`src/rtl/rxq_pkg.sv`:
```
// Package rxq_pkg: types shared by the receive character queue.
// Assumes the three error tags always travel together with a byte.
package rxq_pkg;
    // Per-character error tag, ordered as it appears in status bits 7:5
    typedef struct packed {
        logic brk;
        logic fe;
        logic pe;
    } rxq_tag_t;

    localparam int unsigned STAT_W = 8;
endpackage

```
`src/rtl/rxq_store.sv`:
```
// Module rxq_store: circular queue of DEPTH bytes, each with its own tag.
// One holding stage behind it catches a byte that arrives while the queue
// is full. A held byte moves into the queue at the next pop. Assumes the
// holding stage is only occupied while the queue is full.
module rxq_store
    import rxq_pkg::*;
#(
    parameter int unsigned DATA_W = 8,
    parameter int unsigned DEPTH  = 3
) (
    input  logic              clk,
    input  logic              rst_n,
    input  logic              flush,
    input  logic              clr_tags,
    input  logic              push,
    input  logic [DATA_W-1:0] push_data,
    input  rxq_tag_t          push_tag,
    input  logic              pop,
    output logic [DATA_W-1:0] head_data,
    output rxq_tag_t          head_tag,
    output logic              full,
    output logic              nonempty,
    output logic              ovf
);
    localparam int unsigned PW = (DEPTH > 1) ? $clog2(DEPTH) : 1;
    localparam int unsigned CW = $clog2(DEPTH + 1);

    logic [DATA_W-1:0] mem_d [DEPTH];
    rxq_tag_t          mem_t [DEPTH];
    logic [PW-1:0]     rd_ptr, wr_ptr;
    logic [CW-1:0]     cnt;
    logic [DATA_W-1:0] hold_d;
    rxq_tag_t          hold_t;
    logic              hold_v;

    logic              do_pop, take_hold, direct, wr_fifo, to_hold;
    logic [DATA_W-1:0] wr_d;
    rxq_tag_t          wr_t;

    function automatic logic [PW-1:0] bump(input logic [PW-1:0] p);
        return (p == PW'(DEPTH - 1)) ? '0 : p + 1'b1;
    endfunction

    // Decide where an arriving byte goes and whether the held byte moves in
    always_comb begin
        full      = (cnt == CW'(DEPTH));
        nonempty  = (cnt != '0);
        do_pop    = pop && nonempty;
        take_hold = do_pop && hold_v;
        direct    = push && !hold_v && (!full || do_pop);
        wr_fifo   = take_hold || direct;
        to_hold   = push && !direct;
        ovf       = to_hold;
        wr_d      = take_hold ? hold_d : push_data;
        wr_t      = take_hold ? (clr_tags ? '0 : hold_t) : push_tag;
    end

    // Pointers, occupancy count and holding-stage valid flag
    always_ff @(posedge clk) begin
        if (!rst_n || flush) begin
            rd_ptr <= '0;
            wr_ptr <= '0;
            cnt    <= '0;
            hold_v <= 1'b0;
        end else begin
            if (do_pop)  rd_ptr <= bump(rd_ptr);
            if (wr_fifo) wr_ptr <= bump(wr_ptr);
            case ({wr_fifo, do_pop})
                2'b10:   cnt <= cnt + 1'b1;
                2'b01:   cnt <= cnt - 1'b1;
                default: cnt <= cnt;
            endcase
            hold_v <= to_hold || (hold_v && !take_hold);
        end
    end

    // Entry storage: write the incoming byte, clear tags on command
    always_ff @(posedge clk) begin
        if (!rst_n || flush) begin
            for (int i = 0; i < int'(DEPTH); i++) begin
                mem_d[i] <= '0;
                mem_t[i] <= '0;
            end
            hold_d <= '0;
            hold_t <= '0;
        end else begin
            if (clr_tags) begin
                for (int i = 0; i < int'(DEPTH); i++) mem_t[i] <= '0;
            end
            if (wr_fifo) begin
                mem_d[wr_ptr] <= wr_d;
                mem_t[wr_ptr] <= wr_t;
            end
            if (to_hold) begin
                hold_d <= push_data;
                hold_t <= push_tag;
            end else if (clr_tags) begin
                hold_t <= '0;
            end
        end
    end

    // Head of queue is presented without a read latency
    always_comb begin
        head_data = mem_d[rd_ptr];
        head_tag  = mem_t[rd_ptr];
    end
endmodule

```
`src/rtl/rxq_flags.sv`:
```
// Module rxq_flags: channel-level error state, i.e. the OR of the tags of
// every byte received since the last clear, and the sticky overrun flag.
// Assumes an overflow in the same cycle as a clear leaves overrun set.
module rxq_flags
    import rxq_pkg::*;
(
    input  logic     clk,
    input  logic     rst_n,
    input  logic     flush,
    input  logic     clr,
    input  logic     push,
    input  rxq_tag_t push_tag,
    input  logic     ovf,
    output rxq_tag_t acc_tag,
    output logic     overrun
);
    // Accumulate arriving tags and hold overrun until cleared
    always_ff @(posedge clk) begin
        if (!rst_n || flush) begin
            acc_tag <= '0;
            overrun <= 1'b0;
        end else begin
            acc_tag <= (clr ? rxq_tag_t'('0) : acc_tag) | (push ? push_tag : rxq_tag_t'('0));
            overrun <= (overrun && !clr) || ovf;
        end
    end
endmodule

```
`src/rtl/rxq_status.sv`:
```
// Module rxq_status: assembles the 8-bit status word from queue state,
// channel flags and the transmitter indications. Purely combinational.
module rxq_status
    import rxq_pkg::*;
(
    input  logic              blk_mode,
    input  logic              nonempty,
    input  logic              full,
    input  rxq_tag_t          head_tag,
    input  rxq_tag_t          acc_tag,
    input  logic              overrun,
    input  logic              tx_empty,
    input  logic              tx_ready,
    output logic [STAT_W-1:0] status
);
    rxq_tag_t shown;

    // Select the tag source for bits 7:5 and pack the word
    always_comb begin
        if (blk_mode)      shown = acc_tag;
        else if (nonempty) shown = head_tag;
        else               shown = '0;
        status = {shown, overrun, tx_empty, tx_ready, full, nonempty};
    end
endmodule

```
`src/rtl/rx_err_fifo.sv`:
```
// Module rx_err_fifo: receive character queue with per-byte error tags,
// a holding stage for overflow, and two ways of reporting errors.
// rx_reset takes priority over every other input in the same cycle.
module rx_err_fifo
    import rxq_pkg::*;
#(
    parameter int unsigned DATA_W = 8,
    parameter int unsigned DEPTH  = 3
) (
    input  logic              clk,
    input  logic              rst_n,
    input  logic              wr_en,
    input  logic [DATA_W-1:0] wr_data,
    input  logic              wr_brk,
    input  logic              wr_fe,
    input  logic              wr_pe,
    input  logic              rd_en,
    output logic [DATA_W-1:0] rd_data,
    input  logic              err_reset,
    input  logic              rx_reset,
    input  logic              blk_mode,
    input  logic              tx_empty,
    input  logic              tx_ready,
    output logic [7:0]        status
);
    rxq_tag_t in_tag, head_tag, acc_tag;
    logic     full, nonempty, ovf, overrun;

    // Bundle the incoming tags in status-bit order
    always_comb in_tag = '{brk: wr_brk, fe: wr_fe, pe: wr_pe};

    rxq_store #(.DATA_W(DATA_W), .DEPTH(DEPTH)) u_store (
        .clk       (clk),
        .rst_n     (rst_n),
        .flush     (rx_reset),
        .clr_tags  (err_reset),
        .push      (wr_en),
        .push_data (wr_data),
        .push_tag  (in_tag),
        .pop       (rd_en),
        .head_data (rd_data),
        .head_tag  (head_tag),
        .full      (full),
        .nonempty  (nonempty),
        .ovf       (ovf)
    );

    rxq_flags u_flags (
        .clk      (clk),
        .rst_n    (rst_n),
        .flush    (rx_reset),
        .clr      (err_reset),
        .push     (wr_en),
        .push_tag (in_tag),
        .ovf      (ovf),
        .acc_tag  (acc_tag),
        .overrun  (overrun)
    );

    rxq_status u_status (
        .blk_mode (blk_mode),
        .nonempty (nonempty),
        .full     (full),
        .head_tag (head_tag),
        .acc_tag  (acc_tag),
        .overrun  (overrun),
        .tx_empty (tx_empty),
        .tx_ready (tx_ready),
        .status   (status)
    );
endmodule

```
`config.mk`:
```
export PLATFORM = sky130hd
export DESIGN_NAME = rx_err_fifo
export DESIGN_NICKNAME = d
export VERILOG_FILES = /design/src/rtl/rxq_pkg.sv /design/src/rtl/rxq_store.sv /design/src/rtl/rxq_flags.sv /design/src/rtl/rxq_status.sv /design/src/rtl/rx_err_fifo.sv
export SDC_FILE = /design/constraint.sdc
export NUM_CORES = 1
export LEC_CHECK = 0
export BUFFER_PORTS_ARGS = -buffer_cell sky130_fd_sc_hd__clkbuf_2
export CAP_MARGIN = 10
export CORE_ASPECT_RATIO = 2
export CORE_MARGIN = 4
export CORE_UTILIZATION = 40
export CTS_CLUSTER_DIAMETER = 30
export DETAILED_ROUTE_END_ITERATION = 6
export REMOVE_ABC_BUFFERS = 1
export SLEW_MARGIN = 15
export SYNTH_ARGS = -nofsm -noshare
export SYNTH_HDL_FRONTEND = slang
export SYNTH_SLANG_ARGS = --single-unit
```
`constraint.sdc`:
```
create_clock -name clk -period 3.1 [get_ports clk]
set_clock_uncertainty 0.1 [all_clocks]
set_input_delay 0.31 -clock clk [delete_from_list [all_inputs] [get_ports clk]]
set_output_delay 0.31 -clock clk [all_outputs]
set_load 0.05 [all_outputs]
```
* Word level (Yosys, flattened, before mapping)
Memory sizes are Yosys's and may differ from the RTL's. A register that Yosys moved wholly into a read port is not among the register bits. Cells that the tools add are included.
Storage, ports and cells: input bits 20, memory bits (writable) 33, output and inout port bits 16, flip-flop bits (word level) 22, logic and storage cells 77, memories 2
Cells by class: bitwise gates (word level) 4, reduce and logical (&&, ||, !) cells 21, multiplexer cells 29, add/subtract/negate cells 4, equality and inequality tests 5
Memory list:
- u_store.mem_d | words 3, bits a word 8, read ports 1, clocked after memory_dff 1, write ports 3, RTL line rxq_store.sv:28 | logic [DATA_W-1:0] mem_d [DEPTH];
- u_store.mem_t | words 3, bits a word 3, read ports 1, clocked after memory_dff 1, write ports 4, RTL line rxq_store.sv:29 | rxq_tag_t mem_t [DEPTH];
Operators by type and width (number):
- 3-bit 2-to-1 mux | 10
- 8-bit 2-to-1 mux | 2
- 2-bit 2-to-1 mux | 7
- 1-bit 2-to-1 mux | 9
- 2-bit == test, second input constant | 4
- 8-bit OR reduction | 1
- 1-bit logical AND | 7
- 2-bit by 1-bit adder with 2-bit output, second input constant | 3
- 1-bit logical NOT | 6
- 1-bit logical OR | 5
- 2-bit case mux with 2 select lines | 1
- 2-bit nonzero test | 2
- 1-bit bitwise OR | 3
- 3-bit bitwise OR | 1
- 2-bit by 1-bit == test with 1-bit output, second input constant | 1
- 2-bit by 1-bit subtractor with 2-bit output, second input constant | 1

* Longest topological paths before layout
Gate-level depths: netlist of run 1.
depth in word-level cells 10, mapped depth 8, depth with buffers taken out 7

* Modules after synthesis
A second synthesis of run 1 with hierarchy kept.
Second synthesis, totals: cell total of the unflattened synthesis 258, area total of the unflattened synthesis 3170.5 µm²
Modules (own cells, without submodules):
- rxq_store | times used 1, cells an instance 227, area an instance 2930.3 µm²
- rxq_flags | times used 1, cells an instance 17, area an instance 165.2 µm²
- rxq_status | times used 1, cells an instance 14, area an instance 75.1 µm²

* Least setup slack after synthesis of run 1
Ideal clock, no wire load.
kind reg2reg, start point reg u_store.cnt[0], end point mem u_store.mem_d[3][0] (enable), setup slack 0.821 ns, setup time 0.393 ns, required time 2.607 ns, arrival time 1.786 ns, cell stages (with the launch flop) 6, clock period less this slack 2.279 ns, buffers on the path 1, cells stage by stage dfxtp_1 buf_6 and3b_1 a211oi_2 inv_2 nor3_1
RTL lines:
- from (decl) | RTL line rxq_store.sv:31 | logic [CW-1:0] cnt;
- from (signal assigned) | RTL line rxq_store.sv:69 | 2'b10: cnt <= cnt + 1'b1;
- from (signal assigned) | RTL line rxq_store.sv:70 | 2'b01: cnt <= cnt - 1'b1;
- from (signal assigned) | RTL line rxq_store.sv:71 | default: cnt <= cnt;
- to (decl) | RTL line rxq_store.sv:28

* Final worst setup path of run 1
start point reg u_store.cnt[0], end point reg u_store.cnt[1]
On the way: longest elaborated chain between the ends 7, elaborated cells on any way between the ends 14, classes of those cells 2 x add/sub; 3 x eq/ne; 1 x mux; 8 x reduce/logical
Ends and longest elaborated chain:
- 2-bit == test / 2-bit nonzero test (equally long branches) | RTL line rxq_store.sv:46, rxq_store.sv:47
- 1-bit logical NOT / 1-bit logical AND (equally long branches) | RTL line rxq_store.sv:50, rxq_store.sv:48
- 1-bit logical OR | RTL line rxq_store.sv:50 | direct = push && !hold_v && (!full || do_pop);
- 1-bit logical AND | RTL line rxq_store.sv:50
- 1-bit logical OR | RTL line rxq_store.sv:51 | wr_fifo = take_hold || direct;
- 2-bit by 1-bit == test with 1-bit output / 2-bit == test (equally long branches) | RTL line rxq_store.sv:68 | case ({wr_fifo, do_pop})
- 2-bit case mux with 2 select lines / 2-bit nonzero test (equally long branches)
Several ways; a longest one is shown, not always the timed one. A chain may end at the register's enable or synchronous reset.

==> metrics, run 1 <==
Seq pwr share=0.490; sw power=0.000475 W; setup ws final=814 ps; Post-DRT Antenna Nets=0; Setup CP Type=reg2reg; CP Capture Type=flop; fmax=438 MHz; final-layout fill cell count=673; global placer's final weighted congestion=0.770; first-pass GRT wire length=10.2 mm; initial antenna violation count=0; RSZ-0062 raised after global routing=false; register area share after synthesis=0.563; Synth Area in Simple Gates=0.127; clock latency at the later pin of the worst-skew pair=320 ps; Non-Filler Instances=382; Residual DRC=0; register bit total from synthesis=68; placed instance count=367; hold_buf cts=0; largest family of logic cells by synthesized area=multiplexers; vias in the first global route=1983; Synth cell types=46; internal power=0.00157 W; Chip Height=134 um; GRT overflow=0; syn_area_per_cell=12.7 um2; Longest Clk Path Bufs=2; hold crit path type=in2reg; Slew HR=0.411; Final Cycle Share=0.737; Highest Signal Layer=met4; via/cell ratio=5.09; Pwr Total=0.00204 W; Peak supply drop=0.310 mV; Place WS=830 ps; initial core utilization=0.415; CTS resizes=0; final hold vios=0; vias post-DR=1945; Crit-path slowest cell=dfxtp_1; Worst Path Arrival=2440 ps; Ports=36; Port Buf Inserts=31; combinational fraction of design power=0.079; DR pass1 iterations=4; H-Tree Level Count=3; Sink Count=68; # setup viols final=0; total CTS buffers=9; Switching Share=0.232; pwr dens=558 nW/um2; Worst-path clk slew=50 ps; Leakage=1.44 nW; synthesis-to-layout area growth=14.6%; ANT cells=0; nets=305; final WL=6.31 mm; total setup buffers inserted after CTS=0; Synth Area in Compound Gates=0.0767; CTS tree=built; most common flop cell mapped by yosys=edfxtp_1; max incr delay on CP=570 ps; Syn Inst Count=252; Max Slew Vio Count=0; Final min period=2290 ps; dpl hpwl=4.55 mm; WP data required=3250 ps; clock root buffer=clkbuf_16; Synth async-reset ratio=0; status=finished, final reports clean; die area=9580 um2; Worst Setup Start Kind=flop; post-synthesis adder-cell area fraction=0.00391; Worst Tran Pin Value=878 ps; Clock Power Share=0.431; Yosys warning count=0; synthesized cell area=3200 um2; DR WL/cell=16.5 um; GRT Util Overall=0.145; drt initial violations=79; Met3 Wirelength=219 um; Critical Path Fanout Max=8; post-synthesis mux area share=0.163; met2 WL=3.57 mm; row cnt=45; Fin Hold WS=122 ps; WL met1=2.35 mm; core footprint=7710 um2; share of layout cells above drive strength 1=0.306; worst-path cell chain=o21ai_4 -> a211oi_2 -> inv_2 -> ha_1 -> or3_2 -> a21oi_1; die span in x=71.2 um; number of synthesized flops with an enable pin=44; XOR/XNOR Fraction of Synth Area=0.00548; largest net degree at the start of global routing=28; max_cap viols=0
==> cells by family after synthesis <==
kind of cell | after synthesis
AOI/OAI and AO/OA | 30
xor gates and xnor gates | 2
adders and majority gates | 1
buffers and inverters | 36
DFF | 68
muxes | 33
and+or+nand+nor | 82
==> layout by cell type, fill, tap and decap left out, drive strengths merged, types with 3 or more instances in the layout <==
| cell type | synthesis | final |
|---|---|---|
| edfxtp | 44 | 44 |
| clkbuf | 4 | 40 |
| nor2 | 28 | 28 |
| nand2 | 28 | 28 |
| dfxtp | 24 | 24 |
| mux2i | 22 | 22 |
| inv | 17 | 17 |
| nor3 | 12 | 12 |
| mux4 | 11 | 11 |
| buf | 15 | 9 |
| o21ai | 8 | 8 |
| nor2b | 5 | 5 |
| a21oi | 5 | 5 |
| clkinv | 0 | 4 |
| a22o | 3 | 3 |
| a22oi | 3 | 3 |
==> layout make-up <==
cell class              instances  area, um2  share of cell area
repair buffers                 40        223              0.0608
well taps                      94        118              0.0321
clock buffers                   9        225              0.0614
multi-input cells             148       1200               0.328
inverters                      17       63.8              0.0174
flip-flops and latches         68       1800               0.491
clock inverters                 6       32.5             0.00887
==> synth_stat cells, types with 2 or more instances <==
cell,instances,share of area
clkbuf_1,3,0.0035
nor3_1,7,0.011
dfxtp_1,24,0.15
inv_2,2,0.0023
o21ai_0,7,0.011
nor2_1,28,0.033
mux2i_1,17,0.053
buf_2,5,0.0078
a21oi_1,5,0.0078
buf_6,3,0.011
mux2i_4,4,0.028
buf_4,5,0.012
or3_2,2,0.0047
inv_1,15,0.018
a22oi_1,3,0.0070
nor2b_1,5,0.0098
nand2_1,28,0.033
edfxtp_1,44,0.41
a22o_1,3,0.0082
mux4_2,11,0.077
o31ai_1,2,0.0047
nor3_2,5,0.016
==> metal layers <==
| layer | vias to the layer above | track usage |
|---|---|---|
| met5 | - | 0 |
| met3 | 13 | 0.0298 |
| met2 | 44 | 0.251 |
| li1 | 959 | - |
| met1 | 929 | 0.160 |
| met4 | 0 | 0.0879 |
==> registers in the layout, indices dropped and copies added, names as in the netlist, named ones only <==
| register | flops |
|---|---|
| u_flags.acc_tag | 3 |
| u_flags.overrun | 1 |
| u_store.cnt | 2 |
| u_store.hold_d | 8 |
| u_store.hold_t | 3 |
| u_store.hold_v | 1 |
| u_store.mem_d | 32 |
| u_store.mem_t | 12 |
| u_store.rd_ptr | 2 |
| u_store.wr_ptr | 2 |
==> critical path: cells and delay by family, from the launching register on <==
family | cells | cell delay, ps
buf+inv | 1 | 100
flops | 1 | 570
fa+ha+maj | 1 | 340
simple gates | 1 | 490
compound gates | 3 | 620
==> stage by stage <==
stage / utilization / TNS (ps) / instance area (um2)
4_1_cts: 0.475 / 0 / 3670
2_1_floorplan: - / -432 / 3070
3_5_place_dp: 0.442 / 0 / 3410
3_3_place_gp: 0.442 / 0 / 3410
6_report: 0.475 / 0 / 3670
5_1_grt: 0.475 / 0 / 3670
==> power by group through the flow <==
stage	clock network, W	registers (W)	logic (W)
3_5_place_dp	0	0.00102	0.000164
6_report	0.000882	0.00100	0.000161
2_1_floorplan	0	0.00102	0.000109
3_3_place_gp	0	0.00102	0.000162
5_1_grt	0.000938	0.00100	0.000175
4_1_cts	0.000898	0.00100	0.000164
==> path summary, 6_finish.rpt <==
kind | from | endpoint | slack, ps | depth (start not counted)
worst max register to register | u_store.cnt[0] | u_store.cnt[1] | 810 | 6
worst max-delay path | u_store.cnt[0] | u_store.cnt[1] | 810 | 6
worst min-delay path | wr_data[2] | u_store.hold_d[2] | 120 | 3
worst min register to register | u_store.hold_d[3] | u_store.hold_d[3] | 350 | 2
Power figures use the tool's default switching activity.
==> run 2, diff against run 1 <==
--- a/config.mk
+++ b/config.mk
@@ -5,6 +5,7 @@
 export SDC_FILE = /design/constraint.sdc
 export NUM_CORES = 1
 export LEC_CHECK = 0
+export ABC_AREA = 1
 export BUFFER_PORTS_ARGS = -buffer_cell sky130_fd_sc_hd__clkbuf_2
 export CAP_MARGIN = 10
 export CORE_ASPECT_RATIO = 2
==> constraint.sdc (replaced) <==
create_clock -name clk -period 1.88 [get_ports clk]
set_clock_uncertainty 0.1 [all_clocks]
set_input_delay 0.188 -clock clk [delete_from_list [all_inputs] [get_ports clk]]
set_output_delay 0.188 -clock clk [all_outputs]
set_load 0.05 [all_outputs]
==> metrics, run 2 <==
Port Buf Inserts=31 (unchanged); core footprint=7890 um2 (+2.2%); pwr dens=1020 nW/um2 (+83%); reg2reg setup slack=160 ps (-650 ps); combinational fraction of design power=0.092 (+0.013); Synth cell types=26 (-43%); synthesized cell area=3230 um2 (+1.1%); max_cap viols=0 (unchanged); Setup CP Type=reg2out; Final min period=1770 ps; most frequent cells in the layout=nor2_1 (71), nand2_1 (65), edfxtp_1 (44); H-Tree Level Count=3 (unchanged); CTS tree=built; Place WS=108 ps (-722 ps); initial core utilization=0.410 (-0.00457); top post-synthesis cells by count=nor2_1 (72), nand2_1 (65), edfxtp_1 (44), inv_1 (40), nand3_1 (26); largest cells by area after synthesis=edfxtp_1 (41%), dfxtp_1 (15%), nor2_1 (8.4%); hold_buf cts=0 (unchanged); Switching Share=0.225 (-0.00711); DR pass1 iterations=6 (+2); Reg2Reg Capture Point=u_store.cnt[1]; die area=9680 um2 (+1.0%); RSZ-0062 raised after global routing=false; Critical Path Fanout Max=22 (+14); setup ws final=109 ps (-705 ps); Pwr Total=0.00392 W (+92%); DR WL/cell=14.0 um (-16%); final design utilization=0.486 (+0.0105); fmax=565 MHz; Synth area leader=edfxtp_1; fin area=3830 um2 (+4.5%); largest net degree at the start of global routing=24 (-14%); post-place instance area=3470 um2 (+1.8%); Synth async-reset ratio=0 (unchanged); Slew HR=0.697 (+0.286); register area share after synthesis=0.557 (-0.00610); clock latency at the later pin of the worst-skew pair=320 ps (about the same); Final Cycle Share=0.942; biggest regs=u_store.mem_d (32), u_store.mem_t (12), u_store.hold_d (8); Worst Path Arrival=1480 ps (-960 ps); first-pass GRT wire length=11.8 mm (+16%); hold crit path type=in2reg; register bit total from synthesis=68 (unchanged); Leakage=1.68 nW (+17%); nets=421 (+38%); Ports=36 (unchanged); met1 Usage GRT=0.167 (+0.00788); total CTS buffers=9 (unchanged); Global Route met2 Usage=0.295 (+0.0435); final hold vios=0 (unchanged); status=finished, final reports clean; CP Capture Type=output pin; number of synthesized flops with an enable pin=44 (unchanged); grt met3 use=0.0290 (-0.000832); Worst Setup Start Kind=flop; reg2reg path depth=9 (+3); Max Slew Vio Count=0 (unchanged); Clock Power Share=0.483 (+0.052); drt initial violations=99 (+25%); die span in x=71.6 um (+0.48%); vias post-DR=2469 (+27%); Non-Filler Instances=501 (+31%); Worst Hold End=u_flags.acc_tag[1]; Worst Hold Launch=wr_fe; most common flop cell mapped by yosys=edfxtp_1; GRT busiest layer=met2; dpl hpwl=5.30 mm (+16%); # setup viols final=0 (unchanged); Syn Inst Count=367 (+46%); global placer's final weighted congestion=0.791 (+2.8%); GRT Util Overall=0.159 (+0.0137); share of layout cells above drive strength 1=0.190 (-0.115); most frequent cell after synthesis=nor2_1; Worst-path clk slew=50 ps (about the same); proportion of netlist area held by the largest area contributor=0.409 (-0.00447); row cnt=46 (+2.2%); sw power=0.000882 W (+86%); worst flop-to-flop path startpoint=u_store.cnt[1]; max reg flops=32 (unchanged); Worst Tran Pin Value=453 ps (-425 ps); Biggest register=u_store.mem_d; synthesis-to-layout area growth=18.4%; internal power=0.00304 W (+93%); hold path depth=3 (unchanged); Post-DRT Antenna Nets=0 (unchanged); Peak supply drop=0.544 mV (+76%); Yosys warning count=0 (unchanged); total setup buffers inserted after CTS=0 (unchanged); GRT overflow=0 (unchanged); Longest Clk Path Bufs=2 (unchanged); placed instance count=485 (+32%); most common cell after layout, fill and taps aside=nor2_1; syn_area_per_cell=8.81 um2 (-31%); final-layout fill cell count=731 (+8.6%); initial antenna violation count=0 (unchanged); via/cell ratio=4.93 (-3.2%); ANT cells=0 (unchanged); Chip Height=135 um (+0.52%); Seq pwr share=0.425 (-0.065); Residual DRC=0 (unchanged); WP data required=1590 ps (-1660 ps); vias in the first global route=2425 (+22%); Sink Count=68 (unchanged); final WL=6.99 mm (+11%); clock root buffer=clkbuf_16
## run 2: cell count changes after synthesis, sizes merged, moves of 7 or more
cell   before  now
o22ai       1    8
nand3       0   30
mux4       11    0
nor3       12    0
inv        17   42
nor2       28   75
a21oi       5   12
nand2      28   68
mux2i      22    0
o21ai       8   25
## run 2: timing repair
item	CTS	global route
hold endpoints to repair	0	0
cloned	0	0
resized for setup	4	12
setup endpoints to repair	8	12
## run 2: cell type report
| cell class | instances | area, um2 | share of cell area |
|---|---|---|---|
| tap | 96 | 120 | 0.0314 |
| timing repair buffer | 45 | 275 | 0.0719 |
| multi-input combinational | 234 | 1130 | 0.296 |
| clock buffer | 9 | 225 | 0.0588 |
| inverter | 42 | 158 | 0.0412 |
| clock inverter | 7 | 114 | 0.0297 |
| sequential | 68 | 1810 | 0.471 |
## run 2: power by group through the flow
stage | combinational, W | sequential, W | clock [W]
floorplan | 0.000239 | 0.00169 | 0
global placement | 0.000354 | 0.00169 | 0
detailed placement | 0.000361 | 0.00169 | 0
CTS | 0.000363 | 0.00166 | 0.00192
global route | 0.000397 | 0.00167 | 0.00199
finish | 0.000361 | 0.00166 | 0.00189
## run 2: critical path, cell delays in order, from the launching register on
cell and delay, ps:
dfxtp_1 310, inv_1 70, buf_6 190, nand2_1 70, nand3_1 90, nand3_1 70
o21ai_0 80, clkbuf_4 260
## run 2: how the worst max path moves through the flow
stage	startpoint	endpoint	slack, ps	depth (start not counted)
floorplan	u_store.cnt[0]	u_store.mem_d[3][0]	-240	6
global placement	u_store.cnt[0]	u_store.cnt[1]	190	9
detailed placement	u_store.cnt[0]	u_store.cnt[1]	110	9
CTS	u_store.cnt[0]	status[7]	1	5
global route	flop	rd_data[1]	20	5
finish	flop	status[5]	110	7
## run 2: metal layers
metal  part of all wire  routed length [um]
met1               0.38                2650
met2               0.57                3960
met3              0.032                 227
met4              0.023                 163
met5                  0                   0
## run 2: logic make-up after synthesis
family	count (synthesis)	share of synthesized area
buffers and inverters	65	0.0936
AOI/OAI and AO/OA	45	0.0727
xor gates and xnor gates	1	0.00271
adders and majority gates	1	0.00387
DFF	68	0.557
and+or+nand+nor	187	0.270
## run 2: metrics by stage
stage	setup TNS, ps	hold slack (ps)
floorplan	-4140	227
global placement	0	276
CTS	0	34.7
detailed placement	0	276
finish	0	42.7
global route	0	49.0
==> run 3, diff against run 2 <==
--- a/config.mk
+++ b/config.mk
@@ -5,7 +5,6 @@
 export SDC_FILE = /design/constraint.sdc
 export NUM_CORES = 1
 export LEC_CHECK = 0
-export ABC_AREA = 1
 export BUFFER_PORTS_ARGS = -buffer_cell sky130_fd_sc_hd__clkbuf_2
 export CAP_MARGIN = 10
 export CORE_ASPECT_RATIO = 2
==> metrics, run 3 (synthesis results as in run 1) <==
Chip Height=134 um (-0.51%); Setup CP Type=reg2out; crit path capture=status[6]; final-layout fill cell count=664 (-9.2%); Worst Tran Pin Value=455 ps (+2.60 ps); Worst Setup Start Kind=flop; via/cell ratio=4.99 (+1.3%); pwr dens=899 nW/um2 (-12%); synthesis-to-layout area growth=29.4%; RSZ-0062 raised after global routing=true; DR pass1 iterations=5 (-1); Fin Hold WS=8.58 ps (-34.1 ps); GRT overflow=0 (unchanged); nets=333 (-21%); row cnt=45 (-2.2%); drt initial violations=83 (-16%); first-pass GRT wire length=10.7 mm (-9.7%); vias in the first global route=2194 (-9.5%); Switching Share=0.213 (-0.0119); clock root buffer=clkbuf_16; total CTS buffers=9 (unchanged); reg2reg path depth=7 (-2); Final min period=1910 ps (+135 ps); Max Slew Vio Count=0 (unchanged); GRT Util Overall=0.149 (-0.00972); initial antenna violation count=0 (unchanged); sw power=0.000793 W (-10%); Worst Path Arrival=1620 ps (+140 ps); dpl hpwl=5.01 mm (-5.5%); max_cap viols=0 (unchanged); initial core utilization=0.415 (+0.00457); WP data required=1590 ps (about the same); max reg flops=32 (unchanged); Longest Clk Path Bufs=2 (unchanged); die span in x=71.2 um (-0.48%); CTS tree=built; final WL=6.62 mm (-5.3%); Seq pwr share=0.442 (+0.017); clock latency at the later pin of the worst-skew pair=320 ps (about the same); die area=9580 um2 (-0.99%); Peak supply drop=0.439 mV (-19%); Worst-path clk slew=50 ps (about the same); most frequent cells in the layout=edfxtp_1 (44), buf_4 (30), nor2_1 (28), nand2_1 (28), dfxtp_1 (21); CP Capture Type=output pin; hold crit path type=in2reg; fmax=525 MHz (-7.1%); failing checks=setup timing; biggest regs=u_store.mem_d (32), u_store.mem_t (12), u_store.hold_d (8); Ports=36 (unchanged); setup total negative slack=-71.2 ps (-71.2 ps); Worst Hold Launch=wr_data[2]; Critical Path Fanout Max=5 (-77%); vias post-DR=2052 (-17%); Slew HR=0.693 (-0.00421); core footprint=7710 um2 (-2.2%); Leakage=1.67 nW (-0.93%); # setup viols final=3 (+3); Final Cycle Share=1.01 (+0.0718); global placer's final weighted congestion=0.746 (-5.7%); Residual DRC=0 (unchanged); hold_buf cts=0 (unchanged); combinational fraction of design power=0.094 (+0.002); Pwr Total=0.00372 W (-5.0%); Port Buf Inserts=31 (unchanged); worst flop-to-flop path startpoint=u_store.cnt[1]; Post-DRT Antenna Nets=0 (unchanged); Clock Power Share=0.463 (-0.020); largest net degree at the start of global routing=17 (-29%); final hold vios=0 (unchanged); H-Tree Level Count=3 (unchanged); setup ws final=-25.4 ps (-135 ps); reg2reg setup slack=80 ps (-80 ps); internal power=0.00293 W (-3.5%); share of layout cells above drive strength 1=0.391 (+0.201); most common cell after layout, fill and taps aside=edfxtp_1; Sink Count=68 (unchanged); ANT cells=0 (unchanged); status=finished, violations left; Biggest register=u_store.mem_d; DR WL/cell=16.1 um (+15%); Reg2Reg Capture Point=u_store.cnt[1]
## run 3: critical path: stages, from the launching register on
cell and delay, ps:
dfxtp_4 400, mux4_2 530, a22o_1 210, buf_8 150
## run 3: what timing repair did
item                                    4_1_cts  5_1_grt
endpoints found under the setup margin       31       34
gates resized for setup                      33       17
gates cloned                                  0        1
endpoints found under the hold margin         0        0
setup buffers                                 1        2
pin swaps                                     4        1
## run 3: metrics by stage
step / util / instance area [um2] / std cells / setup WS (ps)
6_report: 0.537 / 4140 / 411 / -25.4
5_1_grt: 0.537 / 4140 / 411 / -86.8
4_1_cts: 0.527 / 4060 / 408 / -58.5
3_5_place_dp: 0.468 / 3610 / 391 / -89.0
3_3_place_gp: 0.468 / 3610 / 391 / -48.8
2_1_floorplan: - / 3070 / 233 / -1140
## run 3: worst min-delay path by stage
stage	depth (start not counted)	slack (ps)	endpoint
4_1_cts	3	1	u_store.hold_d[2]
5_1_grt	3	20	u_store.hold_t[1]
2_1_floorplan	2	230	u_store.hold_t[1]
3_5_place_dp	0	280	status[3]
6_report	3	9	u_store.hold_d[2]
3_3_place_gp	0	280	status[3]
## run 3: final cells by class
cell class	instances	area, um2	share of cell area
Sequential cell	68	1810	0.437
Multi-Input combinational cell	148	1260	0.304
Timing Repair Buffer	68	579	0.140
Clock buffer	10	229	0.0553
Tap cell	94	118	0.0284
Clock inverter	6	78.8	0.0190
Inverter	17	63.8	0.0154
## run 3: layer usage
layer  vias up  GRT usage  routed length [um]
li1       1020          -                   -
met1       987      0.149                2300
met2        36      0.283                3970
met3         9     0.0358                 200
met4         0     0.0649                 147
met5         -          0                   0
## run 3: power by group through the flow
stage	sequential (W)	combinational, W	clock [W]
after floorplan	0.00168	0.000180	0
after global placement	0.00168	0.000304	0
after detailed placement	0.00168	0.000310	0
after CTS	0.00165	0.000341	0.00175
after global routing	0.00165	0.000377	0.00183
final	0.00165	0.000351	0.00172
